### src/rtl/usbda_pkg.sv
package usbda_pkg;
   typedef enum logic [1:0] {
      WK_NONE  = 2'd0,
      WK_IMM   = 2'd1,
      WK_STAGE = 2'd2
   } wr_kind_e;
endpackage

### src/rtl/usbda_decode.sv
module usbda_decode
   import usbda_pkg::*;
#(
   parameter int          DATA_W     = 32,
   parameter int          OFS_W      = 12,
   parameter logic [11:0] REG_OFS    = 12'h144,
   parameter int          ADDR_W     = 7,
   parameter int          ADDR_LSB   = 25,
   parameter int          STAGE_BIT  = 24,
   parameter bit          STAGING_EN = 1'b1,
   parameter int          EP_W       = 4
) (
   input  logic              reg_wr,
   input  logic [OFS_W-1:0]  reg_ofs,
   input  logic [DATA_W-1:0] reg_wdata,
   input  logic              in_done,
   input  logic [EP_W-1:0]   in_ep,
   output wr_kind_e          kind,
   output logic [ADDR_W-1:0] wr_addr,
   output logic              commit
);
   logic hit;
   logic stage_req;
   logic unused_wdata;

   assign unused_wdata = ^reg_wdata;
   assign hit     = reg_wr && (reg_ofs == REG_OFS[OFS_W-1:0]);
   assign wr_addr = reg_wdata[ADDR_LSB +: ADDR_W];
   assign commit  = in_done && (in_ep == '0);

   generate
      if (STAGING_EN) begin : g_stage
         assign stage_req = reg_wdata[STAGE_BIT];
      end else begin : g_nostage
         assign stage_req = 1'b0;
      end
   endgenerate

   always_comb begin
      kind = WK_NONE;
      if (hit) kind = stage_req ? WK_STAGE : WK_IMM;
   end
endmodule

### src/rtl/usbda_shadow.sv
module usbda_shadow
   import usbda_pkg::*;
#(
   parameter int ADDR_W = 7
) (
   input  logic              clk,
   input  logic              rst_n,
   input  wr_kind_e          kind,
   input  logic [ADDR_W-1:0] wr_addr,
   input  logic              commit,
   output logic              pend,
   output logic [ADDR_W-1:0] pend_addr,
   output logic              take
);
   assign take = commit && pend;

   always_ff @(posedge clk or negedge rst_n) begin
      if (!rst_n) begin
         pend      <= 1'b0;
         pend_addr <= '0;
      end else begin
         if (kind == WK_STAGE) begin
            pend      <= 1'b1;
            pend_addr <= wr_addr;
         end else if (kind == WK_IMM || take) begin
            pend <= 1'b0;
         end
      end
   end


   restage_chk: assert property (@(posedge clk) disable iff (!rst_n)
      kind == WK_STAGE |=> pend && pend_addr == $past(wr_addr));
endmodule

### src/rtl/usbda_active.sv
module usbda_active
   import usbda_pkg::*;
#(
   parameter int ADDR_W = 7
) (
   input  logic              clk,
   input  logic              rst_n,
   input  wr_kind_e          kind,
   input  logic [ADDR_W-1:0] wr_addr,
   input  logic              take,
   input  logic [ADDR_W-1:0] pend_addr,
   output logic [ADDR_W-1:0] act
);
   always_ff @(posedge clk or negedge rst_n) begin
      if (!rst_n)              act <= '0;
      else if (kind == WK_IMM) act <= wr_addr;
      else if (take)           act <= pend_addr;
   end
endmodule

### src/rtl/usbda_readback.sv
module usbda_readback #(
   parameter int          DATA_W    = 32,
   parameter int          OFS_W     = 12,
   parameter logic [11:0] REG_OFS   = 12'h144,
   parameter int          ADDR_W    = 7,
   parameter int          ADDR_LSB  = 25,
   parameter int          STAGE_BIT = 24
) (
   input  logic [OFS_W-1:0]  reg_ofs,
   input  logic              pend,
   input  logic [ADDR_W-1:0] pend_addr,
   input  logic [ADDR_W-1:0] act,
   output logic [DATA_W-1:0] reg_rdata
);
   always_comb begin
      reg_rdata = '0;
      if (reg_ofs == REG_OFS[OFS_W-1:0]) begin
         reg_rdata[ADDR_LSB +: ADDR_W] = pend ? pend_addr : act;
         reg_rdata[STAGE_BIT]          = pend;
      end
   end
endmodule

### src/rtl/usb_dev_addr_reg.sv
module usb_dev_addr_reg
   import usbda_pkg::*;
#(
   parameter int          DATA_W     = 32,
   parameter int          OFS_W      = 12,
   parameter logic [11:0] REG_OFS    = 12'h144,
   parameter int          ADDR_W     = 7,
   parameter int          ADDR_LSB   = 25,
   parameter int          STAGE_BIT  = 24,
   parameter bit          STAGING_EN = 1'b1,
   parameter int          EP_W       = 4
) (
   input  logic              clk,
   input  logic              rst_n,
   input  logic              reg_wr,
   input  logic [OFS_W-1:0]  reg_ofs,
   input  logic [DATA_W-1:0] reg_wdata,
   output logic [DATA_W-1:0] reg_rdata,
   input  logic              in_done,
   input  logic [EP_W-1:0]   in_ep,
   output logic [ADDR_W-1:0] dev_addr
);
   generate
      if (ADDR_LSB + ADDR_W > DATA_W) begin : g_bad_field
         $error("address field exceeds data width");
      end
      if (STAGE_BIT >= ADDR_LSB || STAGE_BIT < 0) begin : g_bad_stage
         $error("staging flag must sit below the address field");
      end
      if (OFS_W > 12 || OFS_W < 1) begin : g_bad_ofs
         $error("offset width out of range");
      end
   endgenerate

   wr_kind_e          kind;
   logic [ADDR_W-1:0] wr_addr;
   logic              commit;
   logic              pend;
   logic [ADDR_W-1:0] pend_addr;
   logic              take;

   usbda_decode #(
      .DATA_W(DATA_W), .OFS_W(OFS_W), .REG_OFS(REG_OFS), .ADDR_W(ADDR_W),
      .ADDR_LSB(ADDR_LSB), .STAGE_BIT(STAGE_BIT), .STAGING_EN(STAGING_EN),
      .EP_W(EP_W)
   ) u_decode (
      .reg_wr(reg_wr), .reg_ofs(reg_ofs), .reg_wdata(reg_wdata),
      .in_done(in_done), .in_ep(in_ep),
      .kind(kind), .wr_addr(wr_addr), .commit(commit)
   );

   usbda_shadow #(.ADDR_W(ADDR_W)) u_shadow (
      .clk(clk), .rst_n(rst_n), .kind(kind), .wr_addr(wr_addr),
      .commit(commit), .pend(pend), .pend_addr(pend_addr), .take(take)
   );

   usbda_active #(.ADDR_W(ADDR_W)) u_active (
      .clk(clk), .rst_n(rst_n), .kind(kind), .wr_addr(wr_addr),
      .take(take), .pend_addr(pend_addr), .act(dev_addr)
   );

   usbda_readback #(
      .DATA_W(DATA_W), .OFS_W(OFS_W), .REG_OFS(REG_OFS), .ADDR_W(ADDR_W),
      .ADDR_LSB(ADDR_LSB), .STAGE_BIT(STAGE_BIT)
   ) u_readback (
      .reg_ofs(reg_ofs), .pend(pend), .pend_addr(pend_addr),
      .act(dev_addr), .reg_rdata(reg_rdata)
   );


   imm_load_chk: assert property (@(posedge clk) disable iff (!rst_n)
      (reg_wr && reg_ofs == REG_OFS[OFS_W-1:0] &&
       (!STAGING_EN || !reg_wdata[STAGE_BIT]))
      |=> dev_addr == $past(reg_wdata[ADDR_LSB +: ADDR_W]) && !pend);


   hold_addr_chk: assert property (@(posedge clk) disable iff (!rst_n)
      (kind != WK_IMM && !(in_done && in_ep == '0)) |=> $stable(dev_addr));


   foreign_ep_chk: assert property (@(posedge clk) disable iff (!rst_n)
      (kind == WK_NONE && in_done && in_ep != '0)
      |=> $stable(dev_addr) && $stable(pend) && $stable(pend_addr));


   commit_chk: assert property (@(posedge clk) disable iff (!rst_n)
      (in_done && in_ep == '0 && pend && kind != WK_IMM)
      |=> dev_addr == $past(pend_addr));


   idle_commit_chk: assert property (@(posedge clk) disable iff (!rst_n)
      (in_done && !pend && kind == WK_NONE) |=> $stable(dev_addr));
endmodule

### config.mk
export PLATFORM = sky130hd
export DESIGN_NAME = usb_dev_addr_reg
export DESIGN_NICKNAME = d
export VERILOG_FILES = /design/src/rtl/usbda_pkg.sv /design/src/rtl/usbda_decode.sv /design/src/rtl/usbda_shadow.sv /design/src/rtl/usbda_active.sv /design/src/rtl/usbda_readback.sv /design/src/rtl/usb_dev_addr_reg.sv
export SDC_FILE = /design/constraint.sdc
export NUM_CORES = 1
export LEC_CHECK = 0
export BUFFER_PORTS_ARGS = -buffer_cell sky130_fd_sc_hd__buf_2
export CORE_MARGIN = 2
export CORE_UTILIZATION = 37
export DETAILED_ROUTE_END_ITERATION = 8
export HOLD_SLACK_MARGIN = 0.08
export PLACE_DENSITY = 0.8
export REMOVE_ABC_BUFFERS = 1
export SYNTH_ARGS = -nofsm -noshare
export SYNTH_HDL_FRONTEND = slang
export SYNTH_SLANG_ARGS = --single-unit
### constraint.sdc
create_clock -name clk -period 1.9 [get_ports clk]
set_input_delay 0.095 -clock clk [delete_from_list [all_inputs] [get_ports clk]]
set_output_delay 0.095 -clock clk [all_outputs]
set_load 0.005 [all_outputs]
==> impl_results.md, run 1 <==
- Grt total ovfl: 0
- Final WL: approximately 2100 um
- Die X: approximately 56 um
- Placed insts: 170
- Final Util: 50.4%
- TritonRoute pass-1 iters: 3
- DIE HEIGHT: 56.1 um
- Final period util: about 74%
- Antenna-violating nets left: 0
- Leak pwr: about 0.71 nW
- # IOs: about 90
- Type of the worst setup path: reg2reg
- Initial antenna violation count: 0
- Post-route cell area: around 1300 um2
- Initial Util: 39.8%
- All-Layer GR Usage: 13.1%
- Worst-Skew Late Latency: around 0.30 ns
- Main synth FF type: dfrtp_1
- Status: finished, final reports clean
- H-tree levels: 1
- Fin. Hold Viols: 0
- Number of enable flip-flop cells after synthesis: 0
- Post-layout min period: 1.40 ns
- Commonest non-fill, non-tap cell in the layout: buf_2
- Max Root-Sink Buffers: 2
- Worst r2r src: u_shadow.pend$_DFFE_PN0P_
- Fmax: ~0.7 GHz
- Unrepaired setup endpoints after global routing: no
- Via-per-instance ratio: 4.41
- Vias in the first global route: about 740
- Share of cells above drive strength 1: roughly two fifths
- Switching share of power: between 20 and 25%
- Req. time, crit path: 2.12 ns
- Avg Inst Size Synth: 10.1 um2
- Clk root buf: clkbuf_4
- First-pass GRT wire length: between 3000 and 4000 um
- Seq/Total Area, Yosys: 37.4%
- CTS clk-pin slew, worst paths: around 0.1 ns
- Psw: ~150 uW
- CTS sink count: 15
- CTS Buf Count: 3
- CTS tree: yes
- Port Buffers: 42
- Antenna Cells: 0
- Power Density: about 460 nW/um2
- Slowest stage delay, CP: 0.57 ns
- Int Power: between 400 and 500 uW
- DIE AREA: approximately 3100 um2
- FF-to-FF End: u_active.act[3]$_DFFE_PN0P_
- Data arrival, critical path: between 1.5 and 2 ns
- DP Wirelength: about 1500 um
- Ys Warns: 0
- Core Area: 2520 um2
- Logic gate share of total power: a little under an eighth
- Register-to-Register Path Depth: 4
- Nets: ~210
- Worst hold path class: in2async
- Placement Cell Area: approximately 1200 um2
- Fin cells: approximately 180
- Final TNS setup: 0 ns
- Flop2flop setup slack: 0.50 ns
- Max-cap violations: 0
- Mapped Cells: 99
- Peak VDD IR: 389 uV
- Gpl congestion: 0.717
- Cell Rows: 18
- Crit path max fanout: 8
- Via count: around 800
- CP max stage cell: or3_1
- Cell area after synthesis: between 1000 and 1500 um2
- Yosys reg bits: 15
- Post-CTS Setup Bufs: 0
- CP Cell Sequence: inv_1 > or3_1 > mux2i_1 > a21oi_1
- Critical path capture point type: flop
- Clock skew: around 0.012 ns
- Clock Power Share: around a third
- Area Overhead vs Synth: 26.5%
- Sequential share of power: 55.2%
- Max-slew violations: 0
- Number of remaining DRC errors: 0
- WL/cell: 11.4 um
- Library cells used by synthesis: 21
- # fillers: about 240
- Final setup violation count: 0
- Largest net degree at the start of global routing: 16
- Asr flop ratio synth: 100%
- Worst setup SP type: flop
- 1st-iter DRT viols: 9
- Commonest cells after routing, fill and taps aside: buf_2, conb_1, nor2_1, dfrtp_1, mux2i_1
[routing by layer]
| layer | GRT usage [%] | part of all wire [%] |
|---|---|---|
| met2 | 23.5 | 53 |
| met4 | 2.04 | 0 |
| met1 | 15.1 | 38 |
| met3 | 4.65 | 9.6 |
| met5 | 0 | 0 |
[final cells by class]
class                           count  area (um2)  share of cell area (%)
Timing Repair Buffer               53         313                    24.6
Sequential cell                    15         375                    29.5
Clock inverter                      1        7.51                   0.591
Inverter                            3        11.3                   0.886
Clock buffer                        3        22.5                    1.77
Tap cell                           30        37.5                    2.95
Multi-Input combinational cell     77         504                    39.7
[worst max-delay path: cells and delay by family (launching register included)]
| kind | cells | cell delay, ns |
|---|---|---|
| and+or+nand+nor | 1 | 0.57 |
| AOI/OAI and AO/OA | 1 | 0.18 |
| DFF | 1 | 0.35 |
| muxes | 1 | 0.19 |
| buffers and inverters | 1 | 0.05 |
[what timing repair did]
| action | in CTS | in global routing |
|---|---|---|
| endpoints found under the hold margin | 28 | 0 |
| gates resized for setup | 0 | 0 |
| hold buffers | 8 | 0 |
[kinds of logic (layout without fill, tap and decap cells)]
kind of cell           Yosys count  after routing  share of synthesized area (%)
buffers and inverters           30             60                           21.0
AND/OR/NAND/NOR                 24             24                           15.1
multiplexers                    21             21                           21.8
flip-flops                      15             15                           37.4
AO/OA/AOI/OAI                    8              8                           4.36
other                            1             24                          0.373
[through the flow]
step	power [mW]	hold slack, ns	setup WS (ns)
after detailed placement	0.383	0.0124	0.240
after CTS	0.587	0.214	0.494
after floorplan	0.346	-0.201	0.339
after global routing	0.613	0.251	0.430
after global placement	0.381	0.00182	0.244
final	0.581	0.243	0.499
[power groups by stage]
stage | Combinational [mW] | Clock, mW | Sequential, mW
after floorplan | 0.0189 | 0 | 0.327
after global placement | 0.0544 | 0 | 0.327
after detailed placement | 0.0561 | 0 | 0.327
after CTS | 0.0691 | 0.197 | 0.321
after global routing | 0.0777 | 0.214 | 0.321
final | 0.0700 | 0.190 | 0.321
[worst max-delay path by stage]
stage                                             end  depth (start not counted)                 startpoint
after global routing      u_active.act[4]$_DFFE_PN0P_                          4  u_shadow.pend$_DFFE_PN0P_
after floorplan             u_shadow.pend$_DFFE_PN0P_                          3  u_shadow.pend$_DFFE_PN0P_
after detailed placement  u_active.act[6]$_DFFE_PN0P_                          5                   in_ep[0]
after CTS                 u_active.act[3]$_DFFE_PN0P_                          4  u_shadow.pend$_DFFE_PN0P_
after global placement      u_shadow.pend$_DFFE_PN0P_                          4                   in_ep[0]
final                     u_active.act[3]$_DFFE_PN0P_                          4  u_shadow.pend$_DFFE_PN0P_
[flip-flops by register name (all words and copies together) (netlist names)]
register            count
u_active.act            7
u_shadow.pend           1
u_shadow.pend_addr      7
[cells in the mapped netlist, types with 3 or more instances]
library cell  count  area share, %
buf_4            24             18
inv_1             3            1.1
mux2_2            7            7.8
nor2_1           15            5.6
dfrtp_1          15             37
a21oi_1           7            3.5
mux2i_1          14             14
Power figures use the tool's default switching activity.
==> run 2: changes to the inputs <==
==> constraint.sdc (replaced) <==
create_clock -name clk -period 1.4 [get_ports clk]
set_input_delay 0.07 -clock clk [delete_from_list [all_inputs] [get_ports clk]]
set_output_delay 0.07 -clock clk [all_outputs]
set_load 0.005 [all_outputs]
==> impl_results.md, run 2 (synthesized netlist as in run 1, its figures left out) <==
- CTS clk-pin slew, worst paths: 0.08 ns (-0.02 ns)
- Commonest cells after routing, fill and taps aside: buf_2, conb_1, nor2_1, dfrtp_1, mux2i_1
- CTS tree: yes
- Unrepaired setup endpoints after global routing: no
- 1st-iter DRT viols: 18 (+9)
- Fmax: 0.765 GHz (+7.2%)
- Vias in the first global route: 704 (-4.3%)
- Crit path max fanout: 8 (unchanged)
- Initial antenna violation count: 0 (unchanged)
- Antenna Cells: 0 (unchanged)
- Share of cells above drive strength 1: 42.0% (+1.2 points)
- Top flop regs: u_active.act (7), u_shadow.pend_addr (7), u_shadow.pend (1)
- Leak pwr: 0.742 nW (+3.8%)
- Fin. Hold Viols: 0 (unchanged)
- Cts repair resizes: 0 (unchanged)
- Via-per-instance ratio: 4.27 (-3.2%)
- Clock skew: 0.00330 ns (-0.00863 ns)
- Worst setup path startpoint: u_shadow.pend$_DFFE_PN0P_
- Die X: 56.1 um (unchanged)
- Commonest non-fill, non-tap cell in the layout: buf_2
- Worst-Skew Late Latency: 0.27 ns (-0.03 ns)
- Status: finished, final reports clean
- DIE AREA: 3150 um2 (unchanged)
- DIE HEIGHT: 56.1 um (unchanged)
- Data arrival, critical path: 1.46 ns (-0.16 ns)
- Max-cap violations: 0 (unchanged)
- Nets: 210 (+2.4%)
- Post-CTS Setup Bufs: 0 (unchanged)
- Number of remaining DRC errors: 0 (unchanged)
- Area Overhead vs Synth: 31.1%
- Register-to-Register Path Depth: 5 (+1)
- TritonRoute pass-1 iters: 4 (+1)
- Gpl congestion: 0.724 (+1.0%)
- Power Density: 580 nW/um2 (+27%)
- DP Wirelength: 1570 um (+1.9%)
- Worst hold path class: in2async
- Crit. path cell count: 5 (+1)
- Antenna-violating nets left: 0 (unchanged)
- Final WL: 1990 um (-4.0%)
- First-pass GRT wire length: 3020 um (-7.0%)
- Final Util: 52.2% (+1.8 points)
- Req. time, crit path: 1.56 ns (-0.56 ns)
- Type of the worst setup path: reg2reg
- Top delay family on crit path: simple AND/OR/NAND/NOR gates
- CTS Buf Count: 3 (unchanged)
- CTS sink count: 15 (unchanged)
- CP bufs+invs: 2 (+1)
- Worst setup SP type: flop
- All-Layer GR Usage: 12.1% (-0.99 points)
- Max Root-Sink Buffers: 2 (unchanged)
- CP Cell Sequence: inv_1 > or3_1 > buf_4 > mux2i_1 > a21oi_1
- # IOs: 91 (unchanged)
- Final hold slack: 0.223 ns (-0.0196 ns)
- Core Area: 2520 um2 (unchanged)
- Port Buffers: 42 (unchanged)
- Initial Util: 39.8% (unchanged)
- Final setup violation count: 0 (unchanged)
- Cell Rows: 18 (unchanged)
- CP max stage cell: or3_1
- Grt total ovfl: 0 (unchanged)
- Slowest stage delay, CP: 0.36 ns (-0.21 ns)
- Final period util: 93.3% (+20 points)
- WL/cell: 10.7 um (-6.6%)
- Via count: 799 (-0.50%)
- Max-slew violations: 0 (unchanged)
- Clk root buf: clkbuf_4
- Peak VDD IR: 515 uV (+32%)
- H-tree levels: 1 (unchanged)
- Largest net degree at the start of global routing: 16 (unchanged)
- Critical path capture point type: flop
- Post-layout min period: 1.31 ns (-0.0945 ns)
- Worst r2r src: u_shadow.pend$_DFFE_PN0P_
==> run 2: layout make-up <==
cell class,count,area [um2]
flip-flops and latches,15,375
well taps,30,37.5
clock buffers,4,26.3
fillers,250,1200
inverters,3,11.3
repair buffers,58,363
multi-input cells,77,504
==> run 2: metrics by stage <==
step | TNS (ns) | std cells | total power, mW | worst slack (ns) | area (um2)
floorplan | -1.21 | 95 | 0.470 | -0.161 | 891
global placement | -1.08 | 175 | 0.519 | -0.118 | 1210
detailed placement | -1.47 | 175 | 0.522 | -0.143 | 1210
CTS | 0 | 187 | 0.780 | 0.0559 | 1320
global route | 0 | 187 | 0.814 | 0.0119 | 1320
finish | 0 | 187 | 0.764 | 0.0932 | 1320
==> run 2: layer usage <==
metal / up-vias / GRT usage (%) / routed length [um]
met5: - / 0 / 0
met4: 0 / 4.08 / 0
met3: 0 / 3.49 / 193
met2: 44 / 20.7 / 1010
met1: 351 / 14.4 / 786
li1: 404 / - / -
==> run 2: timing repair <==
action                                 in CTS  in global routing
setup endpoints to repair                   0                  1
hold buffers                                8                  0
endpoints found under the hold margin      29                  0
==> run 2: final timing paths <==
path | end | slack, ns
hold / removal | u_shadow.pend_addr[2]$_DFFE_PN0P_ | 0.22
min in group clk | u_shadow.pend$_DFFE_PN0P_ | 0.29
setup / recovery | u_active.act[4]$_DFFE_PN0P_ | 0.09
setup reg to reg | u_active.act[4]$_DFFE_PN0P_ | 0.09
hold reg to reg | u_shadow.pend_addr[1]$_DFFE_PN0P_ | 0.54
max in group asynchronous | u_active.act[6]$_DFFE_PN0P_ | 0.93
==> run 2: power by group <==
group	switching [mW]	total, mW	internal [mW]
clock network	0.123	0.234	0.110
registers	0.00108	0.435	0.434
logic	0.0457	0.0949	0.0493
